[src/rtl/oct_pkg.sv]
package oct_pkg;

   typedef enum logic [1:0] {
      ACT_NONE   = 2'b00,
      ACT_TOGGLE = 2'b01,
      ACT_LOW    = 2'b10,
      ACT_HIGH   = 2'b11
   } oc_act_e;

   localparam logic [4:0] A_CTRL     = 5'h00;
   localparam logic [4:0] A_COUNT    = 5'h01;
   localparam logic [4:0] A_ACTION   = 5'h02;
   localparam logic [4:0] A_FORCE    = 5'h03;
   localparam logic [4:0] A_MASK     = 5'h04;
   localparam logic [4:0] A_DATA     = 5'h05;
   localparam logic [4:0] A_FLAG     = 5'h06;
   localparam logic [4:0] A_IEN      = 5'h07;
   localparam logic [4:0] A_OVF      = 5'h08;
   localparam logic [4:0] A_CMP_BASE = 5'h10;

   function automatic logic apply_action(input oc_act_e act, input logic cur);
      case (act)
         ACT_TOGGLE: apply_action = ~cur;
         ACT_LOW:    apply_action = 1'b0;
         ACT_HIGH:   apply_action = 1'b1;
         default:    apply_action = cur;
      endcase
   endfunction

endpackage

[src/rtl/oct_counter.sv]
module oct_counter #(
   parameter int CW = 16
) (
   input  logic          clk,
   input  logic          rst_n,
   input  logic          run,
   input  logic          load,
   input  logic [CW-1:0] load_val,
   input  logic          ovf_clr,
   output logic [CW-1:0] cnt_o,
   output logic          ovf_o
);
   localparam logic [CW-1:0] CNT_MAX = '1;

   logic wrap;
   assign wrap = run && !load && (cnt_o == CNT_MAX);

   always_ff @(posedge clk or negedge rst_n) begin
      if (!rst_n)    cnt_o <= '0;
      else if (load) cnt_o <= load_val;
      else if (run)  cnt_o <= cnt_o + CW'(1);
   end

   always_ff @(posedge clk or negedge rst_n) begin
      if (!rst_n)       ovf_o <= 1'b0;
      else if (wrap)    ovf_o <= 1'b1;
      else if (ovf_clr) ovf_o <= 1'b0;
   end
endmodule

[src/rtl/oct_channel.sv]
module oct_channel
   import oct_pkg::*;
#(
   parameter int CW = 16
) (
   input  logic          clk,
   input  logic          rst_n,
   input  logic [CW-1:0] cnt,
   input  logic          run,
   input  logic          cmp_we,
   input  logic [CW-1:0] cmp_wd,
   input  logic [1:0]    act,
   input  logic          force_i,
   input  logic          ovr_en,
   input  logic          ovr_val,
   input  logic          flag_clr,
   output logic          match_o,
   output logic          flag_o,
   output logic          pin_o,
   output logic [CW-1:0] cmp_o
);
   logic ev;

   assign match_o = run && (cnt == cmp_o);
   assign ev      = match_o || force_i;

   always_ff @(posedge clk or negedge rst_n) begin
      if (!rst_n)      cmp_o <= '0;
      else if (cmp_we) cmp_o <= cmp_wd;
   end

   // master override sits ahead of the channel's own action
   always_ff @(posedge clk or negedge rst_n) begin
      if (!rst_n)      pin_o <= 1'b0;
      else if (ovr_en) pin_o <= ovr_val;
      else if (ev)     pin_o <= apply_action(oc_act_e'(act), pin_o);
   end

   always_ff @(posedge clk or negedge rst_n) begin
      if (!rst_n)        flag_o <= 1'b0;
      else if (match_o)  flag_o <= 1'b1;
      else if (flag_clr) flag_o <= 1'b0;
   end
endmodule

[src/rtl/oc_compare_timer.sv]
module oc_compare_timer
   import oct_pkg::*;
#(
   parameter int NCH = 8,
   parameter int CW  = 16,
   parameter int DW  = 16,
   parameter int AW  = 5
) (
   input  logic          clk,
   input  logic          rst_n,
   input  logic          bus_we,
   input  logic [AW-1:0] bus_addr,
   input  logic [DW-1:0] bus_wdata,
   output logic [DW-1:0] bus_rdata,
   output logic [NCH-1:0] oc_pin,
   output logic          irq_cmp,
   output logic          irq_ovf
);
   localparam int MST = NCH - 1;
   localparam int AW_ACT = 2 * NCH;

   if (NCH < 2 || NCH > 16) begin : g_bad_nch
      $error("oc_compare_timer: NCH must lie in 2..16");
   end
   if (AW_ACT > DW || CW > DW) begin : g_bad_dw
      $error("oc_compare_timer: DW too narrow for actions or counter");
   end
   if (AW < 5) begin : g_bad_aw
      $error("oc_compare_timer: AW must be at least 5");
   end

   logic              run_q, ovf_ie_q;
   logic [AW_ACT-1:0] act_q;
   logic [MST-1:0]    mask_q, data_q;
   logic [NCH-1:0]    ien_q;
   logic [CW-1:0]     cnt_q;
   logic              ovf_q;
   logic [NCH-1:0]    match_vec, flag_vec, force_vec;
   logic [CW-1:0]     cmp_arr [NCH];
   logic              master_ev;

   logic we_ctrl, we_count, we_act, we_force, we_mask, we_data, we_flag, we_ien, we_ovf;
   assign we_ctrl  = bus_we && (bus_addr == AW'(A_CTRL));
   assign we_count = bus_we && (bus_addr == AW'(A_COUNT));
   assign we_act   = bus_we && (bus_addr == AW'(A_ACTION));
   assign we_force = bus_we && (bus_addr == AW'(A_FORCE));
   assign we_mask  = bus_we && (bus_addr == AW'(A_MASK));
   assign we_data  = bus_we && (bus_addr == AW'(A_DATA));
   assign we_flag  = bus_we && (bus_addr == AW'(A_FLAG));
   assign we_ien   = bus_we && (bus_addr == AW'(A_IEN));
   assign we_ovf   = bus_we && (bus_addr == AW'(A_OVF));

   assign force_vec = we_force ? bus_wdata[NCH-1:0] : '0;
   assign master_ev = match_vec[MST] || force_vec[MST];

   always_ff @(posedge clk or negedge rst_n) begin
      if (!rst_n) begin
         run_q    <= 1'b0;
         ovf_ie_q <= 1'b0;
         act_q    <= '0;
         mask_q   <= '0;
         data_q   <= '0;
         ien_q    <= '0;
      end else begin
         if (we_ctrl) begin
            run_q    <= bus_wdata[0];
            ovf_ie_q <= bus_wdata[1];
         end
         if (we_act)  act_q  <= bus_wdata[AW_ACT-1:0];
         if (we_mask) mask_q <= bus_wdata[MST-1:0];
         if (we_data) data_q <= bus_wdata[MST-1:0];
         if (we_ien)  ien_q  <= bus_wdata[NCH-1:0];
      end
   end

   oct_counter #(.CW(CW)) u_cnt (
      .clk      (clk),
      .rst_n    (rst_n),
      .run      (run_q),
      .load     (we_count),
      .load_val (bus_wdata[CW-1:0]),
      .ovf_clr  (we_ovf && bus_wdata[0]),
      .cnt_o    (cnt_q),
      .ovf_o    (ovf_q)
   );

   for (genvar n = 0; n < NCH; n++) begin : g_ch
      logic ovr_en, ovr_val;
      if (n == MST) begin : g_master
         assign ovr_en  = 1'b0;
         assign ovr_val = 1'b0;
      end else begin : g_slave
         assign ovr_en  = master_ev && mask_q[n];
         assign ovr_val = data_q[n];
      end
      oct_channel #(.CW(CW)) u_ch (
         .clk      (clk),
         .rst_n    (rst_n),
         .cnt      (cnt_q),
         .run      (run_q),
         .cmp_we   (bus_we && (bus_addr == AW'(A_CMP_BASE) + AW'(n))),
         .cmp_wd   (bus_wdata[CW-1:0]),
         .act      (act_q[2*n +: 2]),
         .force_i  (force_vec[n]),
         .ovr_en   (ovr_en),
         .ovr_val  (ovr_val),
         .flag_clr (we_flag && bus_wdata[n]),
         .match_o  (match_vec[n]),
         .flag_o   (flag_vec[n]),
         .pin_o    (oc_pin[n]),
         .cmp_o    (cmp_arr[n])
      );
   end

   assign irq_cmp = |(flag_vec & ien_q);
   assign irq_ovf = ovf_q && ovf_ie_q;

   always_comb begin
      bus_rdata = '0;
      case (bus_addr)
         AW'(A_CTRL):   bus_rdata = DW'({ovf_ie_q, run_q});
         AW'(A_COUNT):  bus_rdata = DW'(cnt_q);
         AW'(A_ACTION): bus_rdata = DW'(act_q);
         AW'(A_MASK):   bus_rdata = DW'(mask_q);
         AW'(A_DATA):   bus_rdata = DW'(data_q);
         AW'(A_FLAG):   bus_rdata = DW'(flag_vec);
         AW'(A_IEN):    bus_rdata = DW'(ien_q);
         AW'(A_OVF):    bus_rdata = DW'(ovf_q);
         default: begin
            for (int k = 0; k < NCH; k++) begin
               if (bus_addr == AW'(A_CMP_BASE) + AW'(k)) bus_rdata = DW'(cmp_arr[k]);
            end
         end
      endcase
   end
endmodule

[config.mk]
export PLATFORM = sky130hd
export DESIGN_NAME = oc_compare_timer
export DESIGN_NICKNAME = d
export VERILOG_FILES = /design/src/rtl/oct_pkg.sv /design/src/rtl/oct_counter.sv /design/src/rtl/oct_channel.sv /design/src/rtl/oc_compare_timer.sv
export SDC_FILE = /design/constraint.sdc
export NUM_CORES = 1
export LEC_CHECK = 0
export BUFFER_PORTS_ARGS = -buffer_cell sky130_fd_sc_hd__buf_2
export CORE_UTILIZATION = 56
export CTS_CLUSTER_DIAMETER = 200
export DETAILED_ROUTE_END_ITERATION = 10
export GPL_ROUTABILITY_DRIVEN = 1
export MAX_ROUTING_LAYER = met4
export PLACE_DENSITY = 0.72
export SLEW_MARGIN = 20
export SYNTH_ARGS = -nofsm -noshare
export SYNTH_HDL_FRONTEND = slang
export SYNTH_SLANG_ARGS = --single-unit
[constraint.sdc]
create_clock -name clk -period 2.5 [get_ports clk]
set_input_delay 0.5 -clock clk [delete_from_list [all_inputs] [get_ports clk]]
set_output_delay 0.5 -clock clk [all_outputs]
set_load 0.005 [all_outputs]
After elaboration in Yosys (flattened, before gate mapping) --
Index checks and enable logic that the tools add are counted.
Operators by class: add/subtract/negate cells 1, eq/ne operators 49, multiplexer cells 52, bitwise gates (word level) 9, reduce and logical (&&, ||, !) cells 88
Operators by type and width (count):
- $mux W16 | 10
- $eq A16 B16 Y1 | 8
- $pmux W16 S8 | 1
- $logic_and A1 B1 Y1 | 44
- $eq A5 B5 Y1 const B | 8
- $reduce_bool A2 Y1 | 17
- $eq A2 B2 Y1 const B | 16
- $mux W1 | 32
- $reduce_bool A4 Y1 | 7
- $pmux W1 S3 | 8
- $eq A5 B3 Y1 const B | 4
- $add A16 B1 Y16 const B | 1
- $eq A16 B16 Y1 const B | 1
- $eq A2 B1 Y1 const B | 8
- $reduce_and A2 Y1 | 8
- $eq A5 B2 Y1 const B | 2
- $and A8 B8 Y8 | 1
- $logic_or A1 B1 Y1 | 8
- $mux W8 | 1
- $not A1 Y1 | 8
- $reduce_or A8 Y1 | 1
- $eq A5 B1 Y1 const B | 1
- $eq A5 B4 Y1 const B | 1
- $logic_not A5 Y1 | 1
- 2 further kinds | 2
Word-level totals: bits in registers 201, output and inout bits 26

Logic depth before layout (Yosys ltp) --
Gate-level depths: netlist of the first run.
depth after elaboration 10, mapped depth 9

By module --
From an unflattened synthesis of the first run, not the netlist that was laid out.
Unflattened totals: cell total of the unflattened synthesis 1084, area total of the unflattened synthesis 12074.1 um2
Modules (own cells, without submodules):
- oct_channel | times used 8, cells an instance 71, area an instance 909.6 um2, seq. area each 450.4 um2
- oc_compare_timer | times used 1, cells an instance 410, area an instance 3776.1 um2, seq. area each 1001.0 um2
- oct_counter | times used 1, cells an instance 106, area an instance 1021.0 um2, seq. area each 425.4 um2

Least setup slack after synthesis of the first run --
Ideal clock, no wire load.
kind input -> output, from input port bus_addr[0], to output port bus_rdata[0], data arrival time 2.021 ns, path slack -0.021 ns, stages on the path 9, path buffers 3, cells stage by stage buf_6 > or3b_1 > buf_2 > or2_1 > buf_6 > o22ai_2 > a211oi_1 > a211oi_1 > o2111ai_1
On the way: cells in the longest elaborated chain, start to end 10, elaborated cells between the ends (all ways) 25, those cells by class eq/ne (15); mux (9); reduce/logical (1)
RTL lines:
- start, declared | RTL line oc_compare_timer.sv:12 | input logic [AW-1:0] bus_addr,
- $eq A5 B5 Y1 | RTL line oc_compare_timer.sv:131 | if (bus_addr == AW'(A_CMP_BASE) + AW'(k)) bus_rdata = DW'(cmp_arr[k]);
- $mux W16 (8 in series) | RTL line oc_compare_timer.sv:131
- $pmux W16 S8 (*) | RTL line oc_compare_timer.sv:120 | case (bus_addr)
- end, declared | RTL line oc_compare_timer.sv:14 | output logic [DW-1:0] bus_rdata,
Mark *: on every way between the ends. The rest lies on a longest branch, timed or not.

Worst setup path in the final report of the first run --
from input port bus_addr[2], to output port bus_rdata[14]
The elaborated chain is that of the path after synthesis.

==> results of run 1 <==
-- critical path, cell delays in order --
cell and delay (ps):
buf_8 100, buf_8 110, inv_2 50, buf_4 140, nor3_4 320, buf_6 190
a21oi_1 50, o22ai_1 180, o211ai_1 160, nand3_1 120, buf_2 110
-- layout by cell type (no fill, tap or decap), types with 26 or more instances in the layout --
cell,n
dfrtp_1,201
nand2_1,127
xnor2_1,105
o21ai_0,103
buf_4,102
mux2_2,84
a21oi_1,46
buf_2,44
xor2_1,38
nor2_1,37
a22oi_1,32
nand3_1,30
nand4_1,27
clkbuf_16,26
-- layout make-up --
type	count	area [µm²]	area share [%]
Clock buffer	36	684	4.96
Clock inverter	5	37.5	0.272
Inverter	24	90.1	0.653
Multi-Input combinational cell	837	6010	43.6
Sequential cell	201	5030	36.5
Tap cell	265	332	2.40
Timing Repair Buffer	187	1610	11.7
-- metrics by stage --
step | utilization (%) | std cells
floorplan | - | 1160
global placement | 63.3 | 1495
detailed placement | 63.3 | 1495
CTS | 69.0 | 1546
global route | 70.6 | 1555
finish | 70.6 | 1555
-- sequential cells by signal (all words and copies together), names as in the netlist --
name / count
run_q: 1
ovf_ie_q: 1
g_ch.u_ch.flag_o: 8
u_cnt.cnt_o: 16
u_cnt.ovf_o: 1
mask_q: 7
ien_q: 8
g_ch.u_ch.cmp_o: 128
data_q: 7
act_q: 16
g_ch.u_ch.pin_o: 8
-- synth_stat cells (14+ instances only) --
cell type / n / area (µm²)
mux2_2: 84 / 946
a31oi_1: 14 / 87.6
xor2_1: 38 / 333
a22oi_1: 34 / 255
nand4_1: 27 / 169
nor2_1: 42 / 158
inv_1: 24 / 90.1
buf_2: 25 / 125
nand2_1: 129 / 484
clkbuf_1: 44 / 165
o21ai_0: 105 / 526
dfrtp_1: 201 / 5030
nor3_1: 14 / 70.1
a21oi_1: 52 / 260
nand3_1: 31 / 155
xnor2_1: 105 / 920
-- timing repair --
item / CTS / global route
resized for setup: 67 / 47
endpoints found under the setup margin: 16 / 17
gates cloned: 0 / 4
hold endpoints to repair: 0 / 0
pin swaps: 33 / 29
hold buffers: 0 / 0
setup buffers: 10 / 7
-- final timing paths --
kind | end | startpoint | cells after the start | slack (ps)
setup / recovery | bus_rdata[14] | bus_addr[2] | 11 | -50
hold / removal | g_ch[0].u_ch.cmp_o[1] | rst_n | 1 | -20
setup reg to reg | g_ch[0].u_ch.pin_o | u_cnt.cnt_o[2] | 6 | 160
hold reg to reg | g_ch[7].u_ch.pin_o | g_ch[7].u_ch.pin_o | 1 | 510
max in group asynchronous | u_cnt.cnt_o[12] | rst_n | 2 | 1690
min in group clk | g_ch[4].u_ch.pin_o | bus_wdata[4] | 4 | 310
-- cells by family after synthesis --
logic type                 synth area share (%)
xor gates and xnor gates                   11.2
DFF                                        44.8
adders and majority gates                 0.111
buffers and inverters                      5.04
and+or+nand+nor                            13.6
AOI/OAI and AO/OA                          16.4
muxes                                      8.88
-- per-layer routing --
layer,track usage [%],share of wire [%],vias up
li1,-,-,4367
met5,-,0,-
met3,6.96,9.4,90
met4,13.0,3.7,0
met2,54.7,45,489
met1,48.0,42,4781
-- where the power goes --
group	switching [µW]	total [µW]	internal, µW
registers	876	4750	3880
logic	1510	2950	1440
clock network	1350	3240	1880
==> results.yml, run 1 <==
outcome:
  outcome: "complete, but fails checks"
  failed_checks: "negative hold slack, negative setup slack"
power:
  vdd_ir_drop_max_mv: 0.694
  static-leakage-power_uw: 0.00593
  finalPower_uw: 10900
  cellPowerDensity_nw_per_um2: 793
drt:
  ant_nets: 0
  dr.pass1.iters: 6
  drt-total-wl_um: 35000
  vias: 9727
  drt-initial-drc-count: 926
  average_vias_per_placed_instance: 6.26
  remaining_drcs: 0
  route.detailed.wl_per_inst_um: 22.5
critical_path:
  crit_arrival_ps: 2050
  crit_type: "in2out"
  setup.worst_path.start_class: "primary input"
  crit_path_max_fanout: 8
  required_ps: 2000
  critPathCaptureType: "output port"
global_route:
  grt_antenna_before_repair: 0
  globalRouteTotalUtil_pct: 36.0
  grt_max_degree: 65
  globalRoute.totalOverflow: 0
  grt_pass1_wl_um: 53700
  grt_pass1_vias: 9412
final_layout:
  fillers: 1491
  synthToLayoutAreaGrowth_pct: 22.9
  antennaDiodeCount: 0
  final_area_um2: 13800
  drive_gt1_share_pct: 29.5
  final_nets: 1299
synth:
  synth_area_per_cell_um2: 9.68
  yosysUniqueCellTypes: 62
  yosysSeqAreaShare_pct: 44.8
  yosys_register_bits: 201
  syn-num-nets: 1185
  syn-cell-area_um2: 11200
  number_of_enable_flip_flop_cells_after_synthesis: 0
  yosysWarnings: 0
  synth_async_sr_flop_share_pct: 100
  primary_flip_flop_cell_chosen_by_synthesis_mapping: "dfrtp_1"
  syn-instance-count: 1160
timing:
  final_min_period_over_clock_period_pct: 102
  max_clock_freq_mhz: 392
  drv_slew: 0
  whs_ps: -19.0
  unrepaired_setup_endpoints_after_global_routing: "yes"
  maxSlewHeadroom_pct: 59.6
  timing_worst_slew_pin_value_ps: 605
  totalNegativeSetupSlack_ps: -220
  report.final.hold_viol_count: 18
  layout_skew_ps: 12.4
  fin_ws_ps: -52.4
  finalWorstPathRequiredPeriod_ps: 2550
  number_of_setup_violations_in_the_final_report: 10
clock_tree:
  htree_levels: 1
  cts_max_path_buffers: 3
  insertion_delay_ps: 520
  cts_made_buffers: 23
  tritoncts: "done"
  root_buffer: "clkbuf_16"
  clock_slew_at_the_register_clock_pins_of_the_worst_setup_and_hold_paths_ps: 60
  clkSinkCount: 201
floorplanning:
  width_of_the_die_um: 144
  floorplan.rows: 51
  design.die.area_um2: 20600
  placeable_core_region_um2: 19500
  boundaryPins: 50
  initial_core_util_pct: 57.5
  floorplan.die.height_um: 144
worst_hold_path:
  kind_of_path_behind_the_tightest_hold_check: "in2async"
placement:
  place.port_buffers: 49
  dp_hpwl_um: 25600
  placement.setup.worst_slack_ps: -249
  routabilityCongestion: 0.959
  postPlaceCellArea_um2: 12400
flow_run:
  cap_violations: 0
No activity file was read; power rests on OpenSTA's default activity.
==> inputs of run 2 (changes only) <==
Settings changed: CORE_UTILIZATION 56 to 45, PLACE_DENSITY 0.72 to 0.6.
==> run 2 against run 1 <==
  * The run ends with negative setup slack left
  * Clock power hardly changed
  * Die area is 24% higher
  * Count of clock-buffer cells in the layout is 5 lower
  * Cell count is 3.6% higher
  * Design area is 0.21% higher
  * Combinational power hardly changed
  * Critical path depth is 1 lower
  * First-iteration DRC count is 6.5% lower
  * Clock skew is 2.9 ps higher
  * Non-clock buffer count is 2 lower
  * Critical endpoint is now bus_rdata[1]
  * Largest cell class unchanged
  * Highest routed layer unchanged
==> results.yml, run 2 (synthesis gave the netlist of run 1 again) <==
timing:
  number_of_setup_violations_in_the_final_report: 11
  layout_skew_ps: 15.3
  drv_slew: 0
  max_clock_freq_mhz: 379
  report.final.hold_viol_count: 0
  whs_ps: 293
  fin_ws_ps: -142
  maxSlewHeadroom_pct: 56.8
  finalWorstPathRequiredPeriod_ps: 2640
  timing_worst_slew_pin_value_ps: 647
  final_min_period_over_clock_period_pct: 106
  unrepaired_setup_endpoints_after_global_routing: "yes"
critical_path:
  crit_type: "in2out"
  required_ps: 2000
  setup.worst_path.start_class: "primary input"
  critPathCaptureType: "output port"
  crit_arrival_ps: 2140
  crit_path_max_fanout: 6
floorplanning:
  initial_core_util_pct: 46.0
  boundaryPins: 50
  floorplan.rows: 57
  design.die.area_um2: 25600
  width_of_the_die_um: 160
  placeable_core_region_um2: 24400
  floorplan.die.height_um: 160
outcome:
  failed_checks: "negative setup slack"
  outcome: "complete, but fails checks"
drt:
  drt-initial-drc-count: 866
  drt-total-wl_um: 36700
  vias: 9609
  remaining_drcs: 0
  ant_nets: 0
  average_vias_per_placed_instance: 5.96
  dr.pass1.iters: 6
  route.detailed.wl_per_inst_um: 22.8
placement:
  routabilityCongestion: 0.995
  postPlaceCellArea_um2: 12400
  dp_hpwl_um: 26900
  place.port_buffers: 49
  post-place-cells: 1550
global_route:
  globalRouteTotalUtil_pct: 30.4
  grt_pass1_vias: 9383
  grt_max_degree: 50
  globalRoute.totalOverflow: 0
  grt_pass1_wl_um: 57900
  grt_antenna_before_repair: 0
final_layout:
  final_nets: 1297
  layout.cells.most_common: "dfrtp_1"
  finalNonFillerCells: 1611
  synthToLayoutAreaGrowth_pct: 23.1
  largest_registers: "g_ch.u_ch.cmp_o x128, act_q x16, u_cnt.cnt_o x16"
  leading_cell_types_in_the_layout_fill_and_taps_excluded: "dfrtp_1, nand2_1, xnor2_1"
  largest_register: "g_ch.u_ch.cmp_o"
  antennaDiodeCount: 0
  final_area_um2: 13800
  largest_reg_flops: 128
  drive_gt1_share_pct: 29.6
clock_tree:
  cts_max_path_buffers: 3
  root_buffer: "clkbuf_16"
  cts_made_buffers: 23
  clock_slew_at_the_register_clock_pins_of_the_worst_setup_and_hold_paths_ps: 60
  insertion_delay_ps: 540
  clkSinkCount: 201
  tritoncts: "done"
  htree_levels: 1
power:
  cellPowerDensity_nw_per_um2: 793
  vdd_ir_drop_max_mv: 0.572
  static-leakage-power_uw: 0.00592
worst_hold_path:
  kind_of_path_behind_the_tightest_hold_check: "in2reg"
flow_run:
  cap_violations: 0
==> run 2: per-layer routing <==
layer | part of all wire [%] | wire [µm] | global-route usage, % | vias to the layer above
met4 | 3.2 | 1180 | 9.44 | 0
met5 | 0 | 0 | - | -
met3 | 7.9 | 2880 | 4.73 | 79
li1 | - | - | - | 4346
met1 | 44 | 16300 | 42.7 | 4767
met2 | 45 | 16300 | 44.9 | 417
==> run 2: critical path: stages <==
cell and delay [ps]:
buf_8 100, buf_4 150, nand3b_1 200, buf_4 150, nor2_1 30, buf_4 150
a22o_1 230, a221oi_1 290, o311ai_2 170, buf_2 160
==> run 2: power breakdown <==
group	internal [µW]	switching, µW	leakage, µW
logic	1430	1490	0.00305
registers	3880	897	0.00251
clock network	1840	1420	0.000360
==> run 2: worst paths after layout <==
check	start	endpoint	slack (ps)	depth (start not counted)
max in group asynchronous	rst_n	u_cnt.cnt_o[8]	1320	3
max reg2reg	u_cnt.cnt_o[14]	g_ch[2].u_ch.pin_o	100	6
max	bus_addr[0]	bus_rdata[1]	-140	10
min	bus_wdata[1]	u_cnt.cnt_o[1]	290	3
min in group asynchronous	rst_n	act_q[0]	480	2
min reg2reg	ovf_ie_q	ovf_ie_q	520	2
==> run 2: cell type report <==
type	instances	area (µm²)
inverter	24	90.1
clock inverter	9	62.6
multi-input combinational	837	6000
tap	324	405
fill	2180	10600
clock buffer	31	656
sequential	201	5030
timing repair buffer	185	1580
==> run 2: through the flow <==
step,setup TNS (ps),setup WS [ps],utilization [%],power [µW]
floorplan,0,39.7,-,6430
global placement,-2460,-223,51.0,7490
detailed placement,-2460,-247,51.0,7540
CTS,-268,-43.0,55.9,10900
global route,-1510,-308,56.7,11500
finish,-625,-142,56.7,11000
==> run 2: timing repair <==
item / 4_1_cts / 5_1_grt
pin swaps: 35 / 21
buffers inserted: 12 / 6
gates cloned: 2 / 0
endpoints found under the hold margin: 43 / 0
hold buffers: 1 / 0
endpoints found under the setup margin: 16 / 16
gates resized for setup: 83 / 30
==> inputs of run 3 (changes only) <==
Settings changed: CAP_MARGIN set to 30, CORE_UTILIZATION 45 to 41, PLACE_DENSITY 0.6 to 0.55.
==> run 3 against run 2 <==
  * The flow still finishes with violations (negative setup slack)
  * Highest routed layer unchanged
  * Non-clock buffer count is 8 lower
  * First-iteration DRC count down 8.3%
  * Die area up 9.6%
  * Clock skew up 5.6 ps
  * Worst hold slack worse by 4.8 ps
  * Register-to-register slack better by 140 ps
  * Worst setup slack gained 59 ps
  * Total power grew 3.5%
  * Maximum frequency up 2.3%
  * Count of clock-buffer cells in the layout increased by 5
  * Routed wire length increased by 0.83%
==> results.yml, run 3 (synthesis gave the netlist of run 1 again) <==
critical_path:
  setup.worst_path.start_class: "primary input"
  timing.rr.end: "g_ch[5].u_ch.pin_o"
  crit_slowest_cell: "or3b_4"
  critPathCaptureType: "output port"
  timing.critical_path.cells: "buf_8 -> or3b_4 -> buf_6 -> nor2_4 -> buf_6 -> a22oi_2 -> nand2_1 -> nor3_1 -> a31oi_1 -> buf_2"
  timing.critical_path.max_delay_family: "simple AND/OR/NAND/NOR gates"
  crit_path_max_fanout: 7
  critPathMostFrequentCell: "buf_6"
  crit_type: "in2out"
  ff2ff_setup_slack_ps: 240
  wp_buf_inv: 4
  critical_path.max_stage_delay_ps: 420
  worst_r2r_startpoint: "u_cnt.cnt_o[5]"
  crit_arrival_ps: 2080
  required_ps: 2000
  r2r.worst_path.cells: 7
timing:
  max_clock_freq_mhz: 387
  finalWorstPathRequiredPeriod_ps: 2580
  unrepaired_setup_endpoints_after_global_routing: "yes"
  layout_skew_ps: 20.9
  timing_worst_slew_pin_value_ps: 642
  report.final.hold_viol_count: 0
  number_of_setup_violations_in_the_final_report: 14
  final_min_period_over_clock_period_pct: 103
  fin_ws_ps: -83.1
  drv_slew: 0
  maxSlewHeadroom_pct: 57.2
clock_tree:
  cts_max_path_buffers: 3
  tritoncts: "done"
  insertion_delay_ps: 540
  root_buffer: "clkbuf_16"
  htree_levels: 1
  clock_slew_at_the_register_clock_pins_of_the_worst_setup_and_hold_paths_ps: 60
  clkSinkCount: 201
  cts_made_buffers: 24
power:
  vdd_ir_drop_max_mv: 0.744
  cell_int_power_uw: 7520
  power.sequential.fraction_pct: 42.0
  p_comb_share_pct: 25.9
  power.switching_uw: 3820
  switching_share_pct: 33.7
  cellPowerDensity_nw_per_um2: 829
  static-leakage-power_uw: 0.00584
  power.clock.fraction_pct: 32.0
  finalPower_uw: 11300
outcome:
  failed_checks: "negative setup slack"
  outcome: "complete, but fails checks"
final_layout:
  layout.cells.most_common: "dfrtp_1"
  antennaDiodeCount: 0
  final_nets: 1290
  leading_cell_types_in_the_layout_fill_and_taps_excluded: "dfrtp_1, nand2_1, buf_4"
  largest_reg_flops: 128
  drive_gt1_share_pct: 28.2
  fillers: 2537
  synthToLayoutAreaGrowth_pct: 21.8
  largest_registers: "g_ch.u_ch.cmp_o x128, act_q x16, u_cnt.cnt_o x16"
  layout.core_utilization_pct: 50.9
  largest_register: "g_ch.u_ch.cmp_o"
floorplanning:
  design.die.area_um2: 28000
  placeable_core_region_um2: 26900
  floorplan.die.height_um: 167
  initial_core_util_pct: 41.8
  floorplan.rows: 60
  width_of_the_die_um: 167
  boundaryPins: 50
drt:
  vias: 9310
  drt-total-wl_um: 37000
  drt-initial-drc-count: 794
  remaining_drcs: 0
  dr.pass1.iters: 6
  average_vias_per_placed_instance: 5.73
  ant_nets: 0
  route.detailed.wl_per_inst_um: 22.8
worst_hold_path:
  worst_hold_startpoint: "bus_wdata[1]"
  kind_of_path_behind_the_tightest_hold_check: "in2reg"
  timing.hold.worst_path_depth: 3
  whs_endpoint: "u_cnt.cnt_o[1]"
global_route:
  grt_pass1_vias: 9176
  grt_antenna_before_repair: 0
  grt_max_degree: 52
  globalRoute.totalOverflow: 0
  grt_pass1_wl_um: 57300
  globalRouteTotalUtil_pct: 27.7
placement:
  place.port_buffers: 49
  routabilityCongestion: 0.936
  dp_hpwl_um: 27800
flow_run:
  cap_violations: 0
run 3: worst max path at each step:
stage                     slack, ps  depth (start not counted)      endpoint        start
after CTS                       -80                          7  bus_rdata[7]  bus_addr[3]
after detailed placement       -240                          8  bus_rdata[4]  bus_addr[0]
after global placement         -240                          8  bus_rdata[4]  bus_addr[0]
final                           -80                         10  bus_rdata[3]  bus_addr[0]
after floorplan                  40                          9  bus_rdata[0]  bus_addr[0]
after global routing           -110                         10  bus_rdata[3]  bus_addr[0]
run 3: what timing repair did:
| item | 4_1_cts | 5_1_grt |
|---|---|---|
| endpoints found under the hold margin | 44 | 0 |
| hold buffers | 1 | 0 |
| setup buffers | 6 | 5 |
| pin swaps | 25 | 13 |
| resized for setup | 53 | 25 |
| endpoints found under the setup margin | 16 | 16 |
run 3: stage by stage:
step	hold WS [ps]	setup TNS [ps]	std cells	area, µm²	setup slack [ps]
2_1_floorplan	204	0	1160	11200	39.7
3_3_place_gp	488	-2610	1568	12400	-243
3_5_place_dp	504	-2720	1568	12400	-245
4_1_cts	288	-570	1619	13500	-75.8
5_1_grt	305	-1190	1624	13700	-114
6_report	288	-470	1624	13700	-83.1
run 3: area by class of cell:
type / instances / area, µm² / share of cell area (%)
Multi-Input combinational cell: 837 / 5900 / 43.2
Sequential cell: 201 / 5030 / 36.8
Timing Repair Buffer: 177 / 1410 / 10.3
Clock buffer: 36 / 686 / 5.01
Tap cell: 341 / 427 / 3.12
Clock inverter: 8 / 129 / 0.943
Inverter: 24 / 90.1 / 0.659
run 3: power groups by stage:
stage               combinational (µW)  sequential, µW  clock, µW
floorplan                         2060            4370          0
global placement                  2780            4790          0
detailed placement                2810            4790          0
CTS                               2870            4740       3690
global route                      3200            4840       3810
finish                            2940            4760       3630
run 3: worst reg2reg max path, cell delays in order, from the launching register on:
cell and delay [ps]:
dfrtp_1 720, buf_4 240, xnor2_1 120, nand4_1 150
nor3_1 170, nand4_1 260, o311a_1 370, a21oi_1 140
run 3: layer usage:
| metal | global-route usage, % | up-vias | wire length, µm |
|---|---|---|---|
| li1 | - | 4356 | - |
| met1 | 38.3 | 4586 | 17200 |
| met2 | 42.7 | 313 | 16800 |
| met3 | 4.96 | 55 | 2410 |
| met4 | 5.50 | 0 | 694 |
| met5 | - | - | 0 |
